`config.mk`:
```
export PLATFORM = sky130hd
export DESIGN_NAME = gpio_irq_bank
export DESIGN_NICKNAME = d
export VERILOG_FILES = /design/src/rtl/gpio_bank_pkg.sv /design/src/rtl/gpio_sync2.sv /design/src/rtl/gpio_addr_decode.sv /design/src/rtl/gpio_pin_unit.sv /design/src/rtl/gpio_irq_bank.sv
export SDC_FILE = /design/constraint.sdc
export NUM_CORES = 1
export LEC_CHECK = 0
export BUFFER_PORTS_ARGS = -buffer_cell sky130_fd_sc_hd__buf_2
export CAP_MARGIN = 20
export CORE_MARGIN = 4
export CORE_UTILIZATION = 25
export CTS_BUF_LIST = sky130_fd_sc_hd__clkbuf_4 sky130_fd_sc_hd__clkbuf_8
export DETAILED_ROUTE_END_ITERATION = 8
export MAX_ROUTING_LAYER = met4
export PLACE_DENSITY = 0.44
export SETUP_SLACK_MARGIN = 0.15
export SLEW_MARGIN = 20
export SYNTH_ARGS = -nofsm -noshare
export SYNTH_HDL_FRONTEND = slang
export SYNTH_SLANG_ARGS = --single-unit
```
`constraint.sdc`:
```
create_clock -name clk -period 5.95 [get_ports clk]
set_input_delay 1.19 -clock clk [delete_from_list [all_inputs] [get_ports clk]]
set_output_delay 1.19 -clock clk [all_outputs]
set_load 0.1 [all_outputs]
```
`src/rtl/gpio_bank_pkg.sv`:
```
package gpio_bank_pkg;

    typedef enum logic [2:0] {
        KIND_NONE,
        KIND_CFG,
        KIND_DATA,
        KIND_ICFG,
        KIND_STAT,
        KIND_ROUTE
    } reg_kind_e;

    // interrupt configuration, bit 3 .. bit 0
    typedef struct packed {
        logic raw_en;
        logic edge_mode;
        logic pol;
        logic ien;
    } icfg_t;

    localparam int OE_BIT      = 9;
    localparam int OUT_BIT     = 1;
    localparam int IN_BIT      = 0;
    localparam int STAT_BIT    = 0;
    localparam int ICFG_W      = 4;
    localparam int ROUTE_W     = 3;

    localparam int GROUP_BASE  = 'h1000;
    localparam int GROUP_SHIFT = 4;
    localparam int ROUTE_BASE  = 'h400;
    localparam int ROUTE_SHIFT = 2;

    localparam logic [ROUTE_W-1:0] TARGET_CPU  = 3'd4;
    localparam logic [ROUTE_W-1:0] TARGET_NONE = 3'd7;

    function automatic logic detect_event(icfg_t c, logic cur, logic prev);
        logic hit;
        if (c.edge_mode) begin
            hit = c.pol ? (cur & ~prev) : (~cur & prev);
        end else begin
            hit = (cur == c.pol);
        end
        return hit;
    endfunction

    function automatic reg_kind_e group_kind(logic [GROUP_SHIFT-1:0] off);
        reg_kind_e k;
        case (off)
            4'h0:    k = KIND_CFG;
            4'h4:    k = KIND_DATA;
            4'h8:    k = KIND_ICFG;
            4'hC:    k = KIND_STAT;
            default: k = KIND_NONE;
        endcase
        return k;
    endfunction

endpackage

```
`src/rtl/gpio_sync2.sv`:
```
module gpio_sync2 #(
    parameter int WIDTH = 8
) (
    input  logic             clk,
    input  logic             rst,
    input  logic [WIDTH-1:0] d,
    output logic [WIDTH-1:0] q
);
    logic [WIDTH-1:0] stage1;

    always_ff @(posedge clk) begin
        if (rst) begin
            stage1 <= '0;
            q      <= '0;
        end else begin
            stage1 <= d;
            q      <= stage1;
        end
    end
endmodule

```
`src/rtl/gpio_addr_decode.sv`:
```
module gpio_addr_decode
    import gpio_bank_pkg::*;
#(
    parameter int NUM_PINS = 8,
    parameter int ADDR_W   = 16,
    parameter int PIN_W    = 3
) (
    input  logic [ADDR_W-1:0] addr,
    output reg_kind_e         kind,
    output logic [PIN_W-1:0]  pin
);
    localparam logic [ADDR_W-1:0] GBASE = ADDR_W'(GROUP_BASE);
    localparam logic [ADDR_W-1:0] RBASE = ADDR_W'(ROUTE_BASE);
    localparam logic [ADDR_W-1:0] NPINS = ADDR_W'(NUM_PINS);

    logic [ADDR_W-1:0] goff;
    logic [ADDR_W-1:0] roff;
    logic [ADDR_W-1:0] gidx;
    logic [ADDR_W-1:0] ridx;

    always_comb begin
        goff = addr - GBASE;
        roff = addr - RBASE;
        gidx = goff >> GROUP_SHIFT;
        ridx = roff >> ROUTE_SHIFT;
        kind = KIND_NONE;
        pin  = '0;
        if (addr >= GBASE && gidx < NPINS) begin
            kind = group_kind(goff[GROUP_SHIFT-1:0]);
            pin  = gidx[PIN_W-1:0];
        end else if (addr >= RBASE && roff[ROUTE_SHIFT-1:0] == '0 && ridx < NPINS) begin
            kind = KIND_ROUTE;
            pin  = ridx[PIN_W-1:0];
        end
    end
endmodule

```
`src/rtl/gpio_pin_unit.sv`:
```
module gpio_pin_unit
    import gpio_bank_pkg::*;
#(
    parameter int DATA_W = 32
) (
    input  logic              clk,
    input  logic              rst,
    input  logic              wr_en,
    input  reg_kind_e         kind,
    input  logic [DATA_W-1:0] wdata,
    input  logic              pad_sync,
    output logic              oe,
    output logic              out_val,
    output logic              irq_req,
    output logic [DATA_W-1:0] rd_word
);
    icfg_t              icfg;
    logic               status;
    logic               prev_in;
    logic [ROUTE_W-1:0] route;
    logic               evt;
    logic               clr;

    assign evt = detect_event(icfg, pad_sync, prev_in);
    assign clr = wr_en && kind == KIND_STAT && wdata[STAT_BIT];

    always_ff @(posedge clk) begin
        if (rst) begin
            oe      <= 1'b0;
            out_val <= 1'b0;
            icfg    <= '0;
            route   <= TARGET_NONE;
            prev_in <= 1'b0;
            status  <= 1'b0;
        end else begin
            prev_in <= pad_sync;
            if (icfg.raw_en && evt) begin
                status <= 1'b1;
            end else if (clr) begin
                status <= 1'b0;
            end
            if (wr_en) begin
                case (kind)
                    KIND_CFG:   oe      <= wdata[OE_BIT];
                    KIND_DATA:  out_val <= wdata[OUT_BIT];
                    KIND_ICFG:  icfg    <= icfg_t'(wdata[ICFG_W-1:0]);
                    KIND_ROUTE: route   <= wdata[ROUTE_W-1:0];
                    default:    ;
                endcase
            end
        end
    end

    assign irq_req = status && icfg.ien && route == TARGET_CPU;

    always_comb begin
        rd_word = '0;
        case (kind)
            KIND_CFG:   rd_word[OE_BIT] = oe;
            KIND_DATA: begin
                rd_word[OUT_BIT] = out_val;
                rd_word[IN_BIT]  = pad_sync;
            end
            KIND_ICFG:  rd_word[ICFG_W-1:0]  = icfg;
            KIND_STAT:  rd_word[STAT_BIT]    = status;
            KIND_ROUTE: rd_word[ROUTE_W-1:0] = route;
            default:    ;
        endcase
    end
endmodule

```
`src/rtl/gpio_irq_bank.sv`:
```
module gpio_irq_bank
    import gpio_bank_pkg::*;
#(
    parameter int NUM_PINS = 8,
    parameter int ADDR_W   = 16,
    parameter int DATA_W   = 32
) (
    input  logic                clk,
    input  logic                rst,
    input  logic                bus_sel,
    input  logic                bus_we,
    input  logic [ADDR_W-1:0]   bus_addr,
    input  logic [DATA_W-1:0]   bus_wdata,
    output logic [DATA_W-1:0]   bus_rdata,
    output logic                bus_rvalid,
    input  logic [NUM_PINS-1:0] pad_in,
    output logic [NUM_PINS-1:0] pad_out,
    output logic [NUM_PINS-1:0] pad_oe,
    output logic                summary_irq
);
    localparam int PIN_W = (NUM_PINS > 1) ? $clog2(NUM_PINS) : 1;

    logic [NUM_PINS-1:0] pad_sync;
    logic [NUM_PINS-1:0] irq_vec;
    logic [DATA_W-1:0]   words [NUM_PINS];
    reg_kind_e           kind;
    logic [PIN_W-1:0]    pin_idx;
    logic                unused_pin_bits;

    assign unused_pin_bits = ^{bus_wdata};

    gpio_sync2 #(.WIDTH(NUM_PINS)) u_sync (
        .clk (clk),
        .rst (rst),
        .d   (pad_in),
        .q   (pad_sync)
    );

    gpio_addr_decode #(
        .NUM_PINS (NUM_PINS),
        .ADDR_W   (ADDR_W),
        .PIN_W    (PIN_W)
    ) u_dec (
        .addr (bus_addr),
        .kind (kind),
        .pin  (pin_idx)
    );

    for (genvar i = 0; i < NUM_PINS; i++) begin : g_pin
        logic wr_here;
        assign wr_here = bus_sel && bus_we && kind != KIND_NONE && pin_idx == PIN_W'(i);

        gpio_pin_unit #(.DATA_W(DATA_W)) u_pin (
            .clk      (clk),
            .rst      (rst),
            .wr_en    (wr_here),
            .kind     (kind),
            .wdata    (bus_wdata),
            .pad_sync (pad_sync[i]),
            .oe       (pad_oe[i]),
            .out_val  (pad_out[i]),
            .irq_req  (irq_vec[i]),
            .rd_word  (words[i])
        );
    end

    always_ff @(posedge clk) begin
        if (rst) begin
            bus_rdata  <= '0;
            bus_rvalid <= 1'b0;
        end else begin
            bus_rvalid <= bus_sel && !bus_we;
            if (bus_sel && !bus_we) begin
                bus_rdata <= (kind != KIND_NONE) ? words[pin_idx] : '0;
            end
        end
    end

    assign summary_irq = |irq_vec;
endmodule

```
# [Word-level counts from Yosys, hierarchy flattened]
# Index checks and enable logic that the tools add are counted.
# W data, S select, Z words.
[totals] word_cells=328 regBits=137 out_inout_bits=50 input_bits=60
[op_classes] bitwise_logic=33 eq_ne=31 add_sub_neg=2 n_lt_le_gt_ge=5 mux=81 reduce_logical=100
[op_table] op="$bmux W32 S3" n=1
[op_table] op="$mux W32" n=3
[op_table] op="$reduce_and A2 Y1" n=32
[op_table] op="$logic_and A1 B1 Y1" n=54
[op_table] op="$mux W1" n=48
[op_table] op="$eq A3 B3 Y1 const B" n=14
[op_table] op="$pmux W1 S4" n=8
[op_table] op="$pmux W1 S3" n=8
[op_table] op="$and A1 B1 Y1" n=16
[op_table] op="$ge A16 B11 Y1 const B" n=1
[op_table] op="$ge A16 B13 Y1 const B" n=1
[op_table] op="$not A1 Y1" n=16
[op_table] op="$pmux W1 S2" n=8
[op_table] op="$reduce_bool A2 Y1" n=8
[op_table] op="$sub A16 B11 Y16 const B" n=1
[op_table] op="$sub A16 B13 Y16 const B" n=1
[op_table] op="$lt A14 B4 Y1 const B" n=1
[op_table] op="$eq A3 B2 Y1 const B" n=4
[op_table] op="$lt A12 B4 Y1 const B" n=1
[op_table] op="$mux W3" n=4
[op_table] op="$pmux W3 S4" n=1
[op_table] op="$eq A1 B1 Y1" n=8
[op_table] op="$eq A4 B4 Y1 const B" n=2
[op_table] op="$reduce_or A8 Y1" n=1
[op_table] op="other kinds (9)" n=10

# [Longest topological paths before layout]
[depth] depth_word=13 depth_mapped=10 ltp_nobuf=7

# [Hierarchy]
# A second synthesis with hierarchy kept.
[unflattened] hier_cells=1096 hier_area_um2=10364.9
[by_module_without_submodules] mod="gpio_pin_unit" cells_per_inst=91 area_per_inst_um2=795.8 instances=8
[by_module_without_submodules] mod="gpio_irq_bank" cells_per_inst=314 area_per_inst_um2=3398.3 instances=1
[by_module_without_submodules] mod="gpio_sync2" cells_per_inst=33 area_per_inst_um2=464.2 instances=1
[by_module_without_submodules] mod="gpio_addr_decode" cells_per_inst=21 area_per_inst_um2=136.4 instances=1

# [Worst setup path before layout]
# OpenSTA, ideal clock, no wires.
[synth_timing] path_type="input -> register" startpoint="input bus_addr[5]" endpoint="register g_pin[2].u_pin.route[1]" t_arrival_ps=3118 required_time_ps=5830 slack_ps=2712 cell_stages=9 path_buffers=2 cell_sequence="buf_2 or4b_4 nor2_4 o2111ai_2 buf_6 or3_4 nor2_4 nor2b_1 a211o_1"
[synth_via] elab_chain_cells=9 elab_cells_between_ends=19 classes_between="2 x add/sub; 4 x order compare; 2 x eq/ne; 4 x mux; 7 x reduce/logical"
[synth_lines] element="start: declaration" line_no="gpio_irq_bank.sv:12" source="input logic [ADDR_W-1:0] bus_addr,"
[synth_lines] element="$sub A16 B11 Y16 or $ge A16 B11 Y1 (tied branches)" line_no="gpio_addr_decode.sv:23, gpio_addr_decode.sv:31"
[synth_lines] element="$lt A14 B4 Y1 or $logic_and A1 B1 Y1 (tied branches)" line_no="gpio_addr_decode.sv:31" source="end else if (addr >= RBASE && roff[ROUTE_SHIFT-1:0] == '0 && ridx < NPINS) begin"
[synth_lines] element="$logic_and A1 B1 Y1" line_no="gpio_addr_decode.sv:31"
[synth_lines] element="$mux W3" line_no="gpio_addr_decode.sv:31"
[synth_lines] element="$mux W3" line_no="gpio_addr_decode.sv:28" source="if (addr >= GBASE && gidx < NPINS) begin"
[synth_lines] element="$reduce_bool A3 Y1" line_no="gpio_irq_bank.sv:51" source="assign wr_here = bus_sel && bus_we && kind != KIND_NONE && pin_idx == PIN_W'(i);"
[synth_lines] element="$logic_and A1 B1 Y1 (2 in a row)" line_no="gpio_irq_bank.sv:51"
[synth_lines] element="$reduce_and A2 Y1 (no line) *"
[synth_lines] element="end signal: assignment" line_no="gpio_pin_unit.sv:47" source="KIND_ROUTE: route <= wdata[ROUTE_W-1:0];"
[synth_lines] element="end: declaration" line_no="gpio_pin_unit.sv:20" source="logic [ROUTE_W-1:0] route;"
# Every way passes the cells marked *; elsewhere a longest branch is shown, timed or not.
# A chain may end at the register's enable or synchronous reset.

# [Worst setup path in the final report]
[layout_timing] startpoint="input bus_addr[11]" endpoint="register g_pin[7].u_pin.route[0]"
[layout_via] elab_chain_cells=9 elab_cells_between_ends=19 classes_between="2 x add/sub; 4 x order compare; 2 x eq/ne; 4 x mux; 7 x reduce/logical"
[layout_lines] element="$sub A16 B11 Y16 or $ge A16 B11 Y1 (tied branches)" line_no="gpio_addr_decode.sv:23, gpio_addr_decode.sv:31"
[layout_lines] element="$lt A14 B4 Y1 or $logic_and A1 B1 Y1 (tied branches)" line_no="gpio_addr_decode.sv:31"
[layout_lines] element="$logic_and A1 B1 Y1" line_no="gpio_addr_decode.sv:31"
[layout_lines] element="$mux W3" line_no="gpio_addr_decode.sv:31"
[layout_lines] element="$mux W3" line_no="gpio_addr_decode.sv:28"
[layout_lines] element="$reduce_bool A3 Y1" line_no="gpio_irq_bank.sv:51"
[layout_lines] element="$logic_and A1 B1 Y1 (2 in a row)" line_no="gpio_irq_bank.sv:51"
[layout_lines] element="$reduce_and A2 Y1 (no line) *"
[layout_lines] element="end signal: assignment" line_no="gpio_pin_unit.sv:47"
[layout_lines] element="end: declaration" line_no="gpio_pin_unit.sv:20"
# Marked as above.

==> flow_summary.json <==
{
  "design_area_mm2": 0.00627,
  "critical_path_class": "in2reg",
  "dieArea_mm2": 0.0257,
  "wire_per_inst_um": 19.2,
  "min_period_ns": 3.86,
  "peakVddDrop_mv": 0.105,
  "r2r_cells": 6,
  "antenna_found_initial": 0,
  "synth_cells": 677,
  "max_clock_freq_ghz": 0.259,
  "syn_area_per_cell_um2": 8.55,
  "cts_tree": "done",
  "gr-max-usage-layer": "met1",
  "layout_common_cells": "dfxtp_1 (110), nand2_1 (74), buf_2 (54), a21oi_1 (49), nor2_1 (48)",
  "worstPathArrival_ns": 4.15,
  "setup_slack_ns": 2.09,
  "grt_util_met1_pct": 21.0,
  "slowest_delay_ns": 0.92,
  "synthArstFlopShare_pct": 0,
  "finalCritPeriodShare_pct": 64.8,
  "ctsHoldBuffers": 0,
  "grtUsageTotal_pct": 14.7,
  "grt_pass1_vias": 4732,
  "postCtsSetupBuffers": 0,
  "drt_first_pass_iters": 5,
  "multi_input_comb_area_mm2": 0.00314,
  "slowest_stage": "nor3_2",
  "initial_core_util_pct": 25.5,
  "hold_path.startpoint": "u_sync.stage1[2]",
  "r2r_start": "g_pin[6].u_pin.icfg[0]",
  "fillers": 2443,
  "critPathLaunch": "bus_addr[11]",
  "min_path_type": "reg2reg",
  "regArea_mm2": 0.00220,
  "drt-initial-drc-count": 425,
  "numClockSinks": 110,
  "hold_depth": 1,
  "cp_data_required_time_ns": 6.24,
  "grtUsageMet2_pct": 20.9,
  "cts_made_buffers": 9,
  "path_max_fanout": 13,
  "clk_path_buf_depth": 2,
  "gp_congestion": 0.846,
  "hold_viol_final": 0,
  "grt_pass1_wl_um": 28800,
  "p_leak_uw": 0.00223,
  "use_met3_pct": 2.97,
  "clkLatencyLatePin_ns": 0.40,
  "syn-cell-area_mm2": 0.00579,
  "via_per_inst": 5.01,
  "critPathTopFamily": "simple AND/OR/NAND/NOR gates",
  "ctsResizeCount": 0,
  "status": "finished, final reports clean",
  "drc": 0,
  "crit_path_cell_trace": "buf_2, or4_4, nor2_2, buf_4, o2111ai_2, nor3_2, nand2_1, a211o_1",
  "maxCapViolCount": 0,
  "numPortBuffers": 55,
  "grt-ovfl-total": 0,
  "wirelength_um": 18800,
  "synth_seq_area_share_pct": 38.0,
  "crit_buf_inv": 2,
  "path_clk_slew_ns": 0.11,
  "report.final.slew_viol_count": 0,
  "maxSlewHeadroom_pct": 27.3,
  "ys.flop_type": "dfxtp_1",
  "clock_skew_ns": 0.0162,
  "die_w_um": 160,
  "pre_cts_slack_ns": 1.71,
  "setup_viol": 0,
  "synth_seq_cells": 110,
  "diodes": 0,
  "ys_types": 62,
  "synth_edf_count": 0,
  "h-tree-depth": 3,
  "final_common_cell": "dfxtp_1",
  "grt_max_degree": 58,
  "yosysWarningCount": 0,
  "final_antenna_net_count": 0,
  "crit_cells": 8,
  "io_pins": 110,
  "num_vias": 4903,
  "cts_root_buffer": "clkbuf_8",
  "dp_hpwl_um": 13000,
  "crit_path_start_kind": "input port",
  "fp-row-count": 55,
  "die_y_um": 160,
  "critPathCaptureType": "register",
  "placed_area_mm2": 0.00606,
  "nets": 749,
  "rsz0062_at_grt": "false",
  "layout-drive-gt1-share_pct": 16.3,
  "worstMarginPinSlew_ns": 1.09,
  "powerDensity_mw_per_mm2": 223,
  "area_delta_synth_final_pct": 8.32,
  "core_mm2": 0.0227,
  "timing.setup.tns_ns": 0
}
[synth_stat cells (4+ instances only)]
library cell / number / area, um2
a32o_1: 4 / 40.0
clkbuf_1: 25 / 93.8
a221oi_1: 6 / 52.6
and3_1: 14 / 87.6
nand2b_1: 7 / 43.8
o21bai_1: 8 / 60.1
o221ai_1: 4 / 35.0
o21ai_1: 6 / 30.0
a21oi_1: 49 / 245
xnor2_1: 16 / 140
a221o_1: 5 / 50.1
nor3_2: 6 / 60.1
o21ai_0: 9 / 45.0
nand3_1: 44 / 220
nand2_1: 74 / 278
a22o_1: 8 / 70.1
nor3_1: 19 / 95.1
a32oi_1: 5 / 43.8
or3_1: 4 / 25.0
nor2_4: 4 / 45.0
inv_1: 4 / 15.0
nor2b_1: 29 / 181
buf_2: 14 / 70.1
a211o_1: 18 / 158
nor2_1: 48 / 180
mux2i_1: 31 / 310
nand4_1: 8 / 50.1
dfxtp_1: 110 / 2200
buf_4: 46 / 345
[kinds of logic after synthesis]
group / after synthesis / synth area share (%)
other: 1 / 0.0648
multiplexers: 34 / 5.94
flip-flops: 110 / 38.0
XOR/XNOR: 16 / 2.42
buffers and inverters: 93 / 9.70
AND/OR/NAND/NOR: 278 / 25.9
AO/OA/AOI/OAI: 145 / 17.9
[per-stage QoR]
stage	hold slack (ns)	utilization (%)	total power [uW]	instances
2_1_floorplan	0.414	-	896	703
3_3_place_gp	0.418	26.7	916	963
3_5_place_dp	0.421	26.7	916	963
4_1_cts	0.449	27.6	1420	979
5_1_grt	0.467	27.6	1450	979
6_report	0.447	27.6	1400	979
[worst reg2reg max path: stages (launching register included)]
cell      delay [ns]
dfxtp_1         0.35
mux2_2          0.26
a32o_1          0.25
a221oi_1        0.25
a31oi_1         0.12
a21bo_2         0.30
a32o_1          0.23
[state kept, by name (all words and copies together) (netlist names)]
register,count
u_sync.stage1,8
g_pin.u_pin.icfg,32
g_pin.u_pin.oe,8
g_pin.u_pin.out_val,8
g_pin.u_pin.route,24
g_pin.u_pin.prev_in,8
bus_rdata,5
g_pin.u_pin.status,8
bus_rvalid,1
u_sync.q,8
[cell type report]
type                            instances  share of cell area, %
Inverter                                4                  0.239
Multi-Input combinational cell        500                   50.0
Timing Repair Buffer                   64                   5.51
Clock buffer                           11                   2.41
Tap cell                              285                   5.69
Sequential cell                       110                   35.1
Clock inverter                          5                  0.998
[where the power goes]
group	leakage [uW]	internal, uW	switching, uW
clock	0.000108	222	277
combinational	0.00123	24.4	129
sequential	0.000891	743	4.14
[path summary, 6_finish.rpt]
kind                                   to  slack [ns]
setup / recovery  g_pin[7].u_pin.route[0]        2.09
hold / removal                u_sync.q[2]        0.45
setup reg to reg             bus_rdata[0]        4.11
hold reg to reg               u_sync.q[2]        0.45
[routing by layer]
layer  up-vias  wire [um]  part of all wire [%]
li1       2373          -                     -
met1      2330       9520                    51
met2       176       7850                    42
met3        24       1050                   5.5
met4         0        414                   2.2
met5         -          0                     0
Power figures use the tool's default switching activity.
